[src/rtl/hport_pkg.sv]
package hport_pkg;
  localparam int BUS_W  = 16;
  localparam int BYTE_W = BUS_W / 2;

  // config bit positions; 7:6 form the acknowledge control pair
  localparam int CFG_AUTOINC = 0;
  localparam int CFG_ACCMODE = 4;
  localparam int CFG_POL     = 5;
  localparam int CFG_READY   = 6;
  localparam int CFG_LATE    = 7;

  typedef struct packed {
    logic late;
    logic ready;
  } ack_cfg_t;
endpackage

[src/rtl/hport_sync.sv]
module hport_sync #(
  parameter int W = 4
) (
  input  logic         clk_i,
  input  logic         rst_ni,
  input  logic [W-1:0] d_i,
  output logic [W-1:0] q_o
);
  for (genvar i = 0; i < W; i++) begin : g_bit
    logic meta_q, sync_q;
    always_ff @(posedge clk_i or negedge rst_ni) begin
      if (!rst_ni) begin
        meta_q <= 1'b0;
        sync_q <= 1'b0;
      end else begin
        meta_q <= d_i[i];
        sync_q <= meta_q;
      end
    end
    assign q_o[i] = sync_q;
  end
endmodule

[src/rtl/hport_ack.sv]
module hport_ack (
  input  logic clk_i,
  input  logic rst_ni,
  input  logic pol_i,
  input  logic ready_mode_i,
  input  logic late_i,
  input  logic strobe_i,
  input  logic done_i,
  output logic hack_o
);
  logic done_d_q;
  logic ok, act;

  always_ff @(posedge clk_i or negedge rst_ni) begin
    if (!rst_ni) done_d_q <= 1'b0;
    else         done_d_q <= done_i;
  end

  always_comb begin
    ok  = late_i ? (done_i & done_d_q) : done_i;
    act = ready_mode_i ? ~(strobe_i & ~ok) : (strobe_i & ok);
    hack_o = pol_i ? act : ~act;
  end
endmodule

[src/rtl/hport_mem_if.sv]
module hport_mem_if #(
  parameter int ADDR_W = 16,
  parameter int DATA_W = 16
) (
  input  logic              clk_i,
  input  logic              rst_ni,
  input  logic              push_i,
  input  logic [ADDR_W-1:0] push_addr_i,
  input  logic [DATA_W-1:0] push_data_i,
  input  logic              rd_start_i,
  input  logic [ADDR_W-1:0] rd_addr_i,
  output logic              wbuf_full_o,
  output logic              rd_pend_o,
  output logic              rd_gnt_o,
  output logic              mem_req_o,
  output logic              mem_we_o,
  output logic [ADDR_W-1:0] mem_addr_o,
  output logic [DATA_W-1:0] mem_wdata_o,
  input  logic              mem_gnt_i
);
  logic              full_q, rd_q;
  logic [ADDR_W-1:0] waddr_q, raddr_q;
  logic [DATA_W-1:0] wdata_q;

  always_ff @(posedge clk_i or negedge rst_ni) begin
    if (!rst_ni) begin
      full_q  <= 1'b0;
      rd_q    <= 1'b0;
      waddr_q <= '0;
      raddr_q <= '0;
      wdata_q <= '0;
    end else begin
      if (mem_gnt_i && full_q)       full_q <= 1'b0;
      else if (mem_gnt_i && rd_q)    rd_q   <= 1'b0;
      if (push_i) begin
        full_q  <= 1'b1;
        waddr_q <= push_addr_i;
        wdata_q <= push_data_i;
      end
      if (rd_start_i) begin
        rd_q    <= 1'b1;
        raddr_q <= rd_addr_i;
      end
    end
  end

  // writes drain first; a read is only started with the write buffer empty
  always_comb begin
    wbuf_full_o = full_q;
    rd_pend_o   = rd_q;
    rd_gnt_o    = mem_gnt_i & rd_q & ~full_q;
    mem_req_o   = full_q | rd_q;
    mem_we_o    = full_q;
    mem_addr_o  = full_q ? waddr_q : raddr_q;
    mem_wdata_o = wdata_q;
  end
endmodule

[src/rtl/hport_slave.sv]
module hport_slave
  import hport_pkg::*;
#(
  parameter int ADDR_W = 16
) (
  input  logic              clk_i,
  input  logic              rst_ni,
  input  logic              strap_pol_i,
  input  logic              strap_ack_i,
  input  logic              hcs_i,
  input  logic              hale_i,
  input  logic              hwr_i,
  input  logic              hrd_i,
  input  logic              hcfg_i,
  input  logic              h16_i,
  input  logic [BUS_W-1:0]  had_i,
  output logic [BUS_W-1:0]  had_o,
  output logic              had_oe_o,
  output logic              hack_o,
  output logic              mem_req_o,
  output logic              mem_we_o,
  output logic [ADDR_W-1:0] mem_addr_o,
  output logic [BUS_W-1:0]  mem_wdata_o,
  input  logic [BUS_W-1:0]  mem_rdata_i,
  input  logic              mem_gnt_i
);
  localparam int NSYNC = 4;

  logic [NSYNC-1:0] sync_s;
  logic cs_s, ale_s, wr_s, rd_s;
  logic cs_q, ale_q, wr_q, rd_q;
  logic cs_rise, ale_rise, wr_fall, rd_fall;
  logic wr_act, rd_act, wr_word, wr_push, rd_start;
  logic [BUS_W-1:0] wr_data, cfg_val;

  logic              init_q, pol_q, acc_mode_q, autoinc_q;
  ack_cfg_t          ack_q;
  logic              seq_first_q, done_q, acc_cfg_q, byte_hi_q, rbuf_valid_q;
  logic [BYTE_W-1:0] lo_stage_q;
  logic [BUS_W-1:0]  rbuf_q;
  logic [ADDR_W-1:0] addr_q;
  logic              wbuf_full, rd_pend, rd_gnt;

  hport_sync #(.W(NSYNC)) i_sync (
    .clk_i (clk_i),
    .rst_ni(rst_ni),
    .d_i   ({hcs_i, hale_i, hwr_i, hrd_i}),
    .q_o   (sync_s)
  );

  assign {cs_s, ale_s, wr_s, rd_s} = sync_s;

  always_ff @(posedge clk_i or negedge rst_ni) begin
    if (!rst_ni) {cs_q, ale_q, wr_q, rd_q} <= '0;
    else         {cs_q, ale_q, wr_q, rd_q} <= sync_s;
  end

  always_comb begin
    cs_rise  = cs_s & ~cs_q;
    ale_rise = ale_s & ~ale_q & cs_s;
    wr_fall  = wr_q & ~wr_s;
    rd_fall  = rd_q & ~rd_s;
    wr_act   = cs_s & wr_s;
    rd_act   = cs_s & rd_s;
    wr_word  = h16_i | byte_hi_q;
    wr_push  = wr_act & ~done_q & ~hcfg_i & ~seq_first_q & ~wbuf_full & wr_word;
    wr_data  = h16_i ? had_i : {had_i[BYTE_W-1:0], lo_stage_q};
    rd_start = rd_act & ~done_q & ~hcfg_i & ~rbuf_valid_q & ~wbuf_full & ~rd_pend;
    cfg_val  = '0;
    cfg_val[CFG_LATE]    = ack_q.late;
    cfg_val[CFG_READY]   = ack_q.ready;
    cfg_val[CFG_POL]     = pol_q;
    cfg_val[CFG_ACCMODE] = acc_mode_q;
    cfg_val[CFG_AUTOINC] = autoinc_q;
  end

  always_ff @(posedge clk_i or negedge rst_ni) begin
    if (!rst_ni) begin
      init_q       <= 1'b0;
      pol_q        <= 1'b0;
      ack_q        <= '0;
      acc_mode_q   <= 1'b0;
      autoinc_q    <= 1'b0;
      seq_first_q  <= 1'b0;
      done_q       <= 1'b0;
      acc_cfg_q    <= 1'b0;
      byte_hi_q    <= 1'b0;
      rbuf_valid_q <= 1'b0;
      lo_stage_q   <= '0;
      rbuf_q       <= '0;
      addr_q       <= '0;
    end else begin
      // straps are taken once, on the first clock out of reset
      if (!init_q) begin
        init_q      <= 1'b1;
        pol_q       <= strap_pol_i;
        ack_q.ready <= ~(strap_pol_i ^ strap_ack_i);
        ack_q.late  <= 1'b0;
      end
      if (cs_rise) seq_first_q <= 1'b1;
      if (rd_gnt) begin
        rbuf_q       <= mem_rdata_i;
        rbuf_valid_q <= 1'b1;
      end
      if (ale_rise) begin
        addr_q       <= had_i[ADDR_W-1:0];
        seq_first_q  <= 1'b0;
        acc_mode_q   <= 1'b0;
        byte_hi_q    <= 1'b0;
        rbuf_valid_q <= 1'b0;
      end
      if (wr_act && !done_q) begin
        if (hcfg_i) begin
          ack_q.late  <= had_i[CFG_LATE];
          ack_q.ready <= had_i[CFG_READY];
          autoinc_q   <= had_i[CFG_AUTOINC];
          done_q      <= 1'b1;
          acc_cfg_q   <= 1'b1;
        end else if (seq_first_q) begin
          // address cycle: first write of the sequence carries the address
          addr_q       <= had_i[ADDR_W-1:0];
          acc_mode_q   <= 1'b1;
          seq_first_q  <= 1'b0;
          byte_hi_q    <= 1'b0;
          rbuf_valid_q <= 1'b0;
          done_q       <= 1'b1;
          acc_cfg_q    <= 1'b1;
        end else if (!wbuf_full) begin
          done_q    <= 1'b1;
          acc_cfg_q <= 1'b0;
          if (wr_word) begin
            byte_hi_q <= 1'b0;
            if (autoinc_q) addr_q <= addr_q + 1'b1;
          end else begin
            lo_stage_q <= had_i[BYTE_W-1:0];
            byte_hi_q  <= 1'b1;
          end
        end
      end
      if (rd_act && !done_q) begin
        seq_first_q <= 1'b0;
        if (hcfg_i) begin
          rbuf_q       <= cfg_val;
          rbuf_valid_q <= 1'b0;
          byte_hi_q    <= 1'b0;
          done_q       <= 1'b1;
          acc_cfg_q    <= 1'b1;
        end else if (rbuf_valid_q && !wbuf_full) begin
          done_q    <= 1'b1;
          acc_cfg_q <= 1'b0;
        end
      end
      if (wr_fall) done_q <= 1'b0;
      if (rd_fall && done_q) begin
        done_q <= 1'b0;
        if (!acc_cfg_q) begin
          if (!h16_i && !byte_hi_q) begin
            byte_hi_q <= 1'b1;
          end else begin
            byte_hi_q    <= 1'b0;
            rbuf_valid_q <= 1'b0;
            if (autoinc_q) addr_q <= addr_q + 1'b1;
          end
        end
      end
    end
  end

  always_comb begin
    had_o    = h16_i ? rbuf_q
                     : {{BYTE_W{1'b0}}, byte_hi_q ? rbuf_q[BUS_W-1:BYTE_W] : rbuf_q[BYTE_W-1:0]};
    had_oe_o = rd_act;
  end

  hport_mem_if #(.ADDR_W(ADDR_W), .DATA_W(BUS_W)) i_mem_if (
    .clk_i      (clk_i),
    .rst_ni     (rst_ni),
    .push_i     (wr_push),
    .push_addr_i(addr_q),
    .push_data_i(wr_data),
    .rd_start_i (rd_start),
    .rd_addr_i  (addr_q),
    .wbuf_full_o(wbuf_full),
    .rd_pend_o  (rd_pend),
    .rd_gnt_o   (rd_gnt),
    .mem_req_o  (mem_req_o),
    .mem_we_o   (mem_we_o),
    .mem_addr_o (mem_addr_o),
    .mem_wdata_o(mem_wdata_o),
    .mem_gnt_i  (mem_gnt_i)
  );

  hport_ack i_ack (
    .clk_i       (clk_i),
    .rst_ni      (rst_ni),
    .pol_i       (pol_q),
    .ready_mode_i(ack_q.ready),
    .late_i      (ack_q.late),
    .strobe_i    (hcs_i & (hwr_i | hrd_i)),
    .done_i      (done_q),
    .hack_o      (hack_o)
  );
endmodule

[config.mk]
export PLATFORM = sky130hd
export DESIGN_NAME = hport_slave
export DESIGN_NICKNAME = d
export VERILOG_FILES = /design/src/rtl/hport_pkg.sv /design/src/rtl/hport_sync.sv /design/src/rtl/hport_ack.sv /design/src/rtl/hport_mem_if.sv /design/src/rtl/hport_slave.sv
export SDC_FILE = /design/constraint.sdc
export NUM_CORES = 1
export LEC_CHECK = 0
export BUFFER_PORTS_ARGS = -buffer_cell sky130_fd_sc_hd__buf_2
export CORE_ASPECT_RATIO = 1.4
export CORE_MARGIN = 4
export CORE_UTILIZATION = 50
export CTS_CLUSTER_DIAMETER = 30
export DETAILED_ROUTE_END_ITERATION = 6
export PLACE_DENSITY = 0.8
export SLEW_MARGIN = 20
export SYNTH_ARGS = -nofsm -noshare
export SYNTH_HDL_FRONTEND = slang
export SYNTH_SLANG_ARGS = --single-unit
[constraint.sdc]
create_clock -name clk_i -period 3.85 [get_ports clk_i]
set_clock_uncertainty 0.1 [all_clocks]
set_input_delay 0.1925 -clock clk_i [delete_from_list [all_inputs] [get_ports clk_i]]
set_output_delay 0.1925 -clock clk_i [all_outputs]
set_load 0.01 [all_outputs]
==> impl_metrics.toml <==
[routing]
wl_per_cell_um = 18.1
routed_via_density = 5.79
wirelength_mm = 14.0
drtPass1Iterations = 5
vias = 4478
drc = 0
drtIter0Drc = 502
antenna_left = 0

[floorplanning]
dieArea_sq_um = 12700
initial_core_util_pct = 51.8
ioPinCount = 95
die_height_um = 132
core.rowCount = 44
dieWidth_um = 96.3
coreArea_sq_um = 10500

[worst_setup_path]
critPathSlowestCell = "nand4bb_1"
cp-endpoint = "addr_q[13]"
cp-startpoint = "done_q"
critical_path.cell_chain = "nand4bb_1 -> o31ai_2 -> nand2_2 -> o21ai_0 -> a21oi_1"
crit_buf_inv = 0
timing.rr.end = "addr_q[13]"
cp-end-kind = "register"
slowest_delay_ns = 0.57
crit_family = "compound AO/OA/AOI/OAI gates"
rr_worst_depth = 5
critPathLaunchType = "register"
criticalPathCategory = "reg -> reg"
cp.depth = 5
crit_fanout = 12
r2r_start = "done_q"
crit_required_ns = 4.03
worstPathArrival_ns = 2.57
rrSetupSlack_ns = 1.46

[synthesis]
synth_nets = 558
ys_types = 59
seq_area_frac_synth_pct = 52.3
syn_area_sq_um = 5450
avgSynthCellArea_sq_um = 10.6
synth-async-reset-ratio_pct = 100
synth-seq-cells = 114
ys_warn_count = 0
synth_edf_count = 0
synthFlopType = "dfrtp_1"
syn_inst = 514

[place]
dp_cells = 720
port_buffers = 94
dp_hpwl_mm = 9.12
gp_congestion = 0.914
dpl_cell_area_sq_um = 5980

[timing]
rsz0062_at_grt = "false"
finalHoldViolations = 0
slew_headroom_pct = 47.6
drv_slew = 0
worst_pin_slew_ns = 0.784
finalSetupViolCount = 0
finalSetupTns_ns = 0
post-route-period-util_pct = 62.1
fin_crit_ns = 2.39
timing.fmax_mhz = 418

[finish]
nFillCells = 795
diodes = 0
nets = 671
layout-drive-gt1-share_pct = 27.2
fin_util_pct = 64.5
area_delta_synth_final_pct = 24.5
fin_cells = 774
fin_area_sq_um = 6790

[cts]
cts_buffers = 17
post_cts_buffers = 0
cts_resized = 0
path_clk_slew_ns = 0.05
clk_path_buf_depth = 2
clk_latency_ns = 0.41
cts_hold_buffers = 26
root_buffer = "clkbuf_16"
cts_tree = "yes"
htreeDepth = 4
cts_sinks = 114

[status]
status = "complete, no violations"

[global_routing]
gr-total-overflow = 0
grt_pass1_wl_mm = 23.1
antenna_found_initial = 0
grt_max_degree = 53
track_usage_pct = 23.4
grt_pass1_vias = 4548

[min_path]
min_path_type = "in -> reg"

[power_and_ir_drop]
ir_worst_vdd_v = 0.000318
p_total_mw = 4.51
leakage_nw = 3.23
p_per_area_nw_per_um2 = 664

[run]
drv_cap = 0
==> metal layers <==
metal	vias up	part of all wire, %	track usage [%]	routed length (um)
met5	-	0	0	0
met4	0	3.3	10.8	464
met3	43	6.7	5.49	930
met2	194	51	38.0	7140
met1	2196	39	28.9	5450
li1	2045	-	-	-
==> how the worst min path moves through the flow <==
stage                                to  startpoint  cells after the start
after global routing      lo_stage_q[4]    had_i[4]                      2
after global placement       rbuf_q[14]      rst_ni                      1
final                        addr_q[10]   had_i[10]                      3
after CTS                 lo_stage_q[5]    had_i[5]                      2
after floorplan               acc_cfg_q      rst_ni                      0
after detailed placement      rbuf_q[6]      rst_ni                      1
==> through the flow <==
step	hold slack [ns]	setup slack (ns)
after floorplan	-0.203	2.06
after global placement	0.0256	1.31
after detailed placement	0.0302	1.24
after CTS	0.000678	1.20
after global routing	0.0129	1.21
final	0.0145	1.46
==> cell usage in the layout (no fill, tap or decap), drive strengths merged, types with 8 or more instances in the layout <==
cell type,count
mux2i,17
a21oi,36
clkbuf,22
o21ai,45
inv,11
nand2,85
mux2,59
dfrtp,114
buf,96
nor3,8
nand3,12
nor2,22
dlygate4sd3,26
and2,9
==> power breakdown <==
part           internal [mW]  total, mW  switching (mW)
combinational          0.563       1.16           0.595
clock                  0.933       1.44           0.506
sequential              1.60       1.91           0.311
==> final cells by class <==
cell class                 instances  area, sq um  share of cell area [%]
sequential                       114         2850                    42.1
multi-input combinational        361         2430                    35.8
timing repair buffer             122          748                    11.0
clock buffer                      22          484                    7.14
tap                              138          173                    2.54
clock inverter                     6         57.6                   0.848
inverter                          11         41.3                   0.609
==> worst register-to-register path: cells and delay by family, from the launching register on <==
family / cells / cell delay, ns
flip-flops: 1 / 0.45
AO/OA/AOI/OAI: 3 / 0.92
AND/OR/NAND/NOR: 2 / 0.79
==> Yosys cell counts, drive strengths merged, types with 2 or more instances <==
cell | instances | area [sq um]
a21o | 2 | 15.0
a21oi | 36 | 184
a221o | 2 | 20.0
a31oi | 5 | 31.3
a32o | 2 | 20.0
and2 | 9 | 56.3
and3 | 3 | 18.8
and4 | 2 | 17.5
buf | 16 | 85.1
clkbuf | 12 | 45.0
dfrtp | 114 | 2850
inv | 11 | 41.3
mux2 | 59 | 664
mux2i | 17 | 170
nand2 | 85 | 322
nand2b | 4 | 25.0
nand3 | 12 | 65.1
nand3b | 2 | 27.5
nand4 | 4 | 25.0
nand4bb | 2 | 22.5
nor2 | 22 | 100
nor2b | 4 | 25.0
nor3 | 8 | 45.0
o21ai | 45 | 251
o221a | 5 | 56.3
o221ai | 3 | 26.3
o22ai | 5 | 31.3
or2 | 2 | 12.5
xnor2 | 2 | 17.5
xor2 | 5 | 43.8
==> registers in the layout, summed over array words and instances (netlist names), 2 cells and up <==
register and flops:
i_sync.g_bit.meta_q 4, i_sync.g_bit.sync_q 4, i_mem_if.waddr_q 16, i_mem_if.raddr_q 16, ack_q 2, i_mem_if.mem_wdata_o 16, rbuf_q 16, addr_q 16
lo_stage_q 8
==> logic make-up (layout without fill, tap and decap cells) <==
group	count (synthesis)	count (layout)	synth area share, %
simple gates	163	163	14.6
xor+xnor	7	7	1.12
buf+inv	39	161	3.14
compound gates	113	113	13.2
mux	76	76	15.3
fa+ha+maj	1	1	0.229
flops	114	114	52.3
other cells	1	1	0.0688
Power figures use the tool's default switching activity.
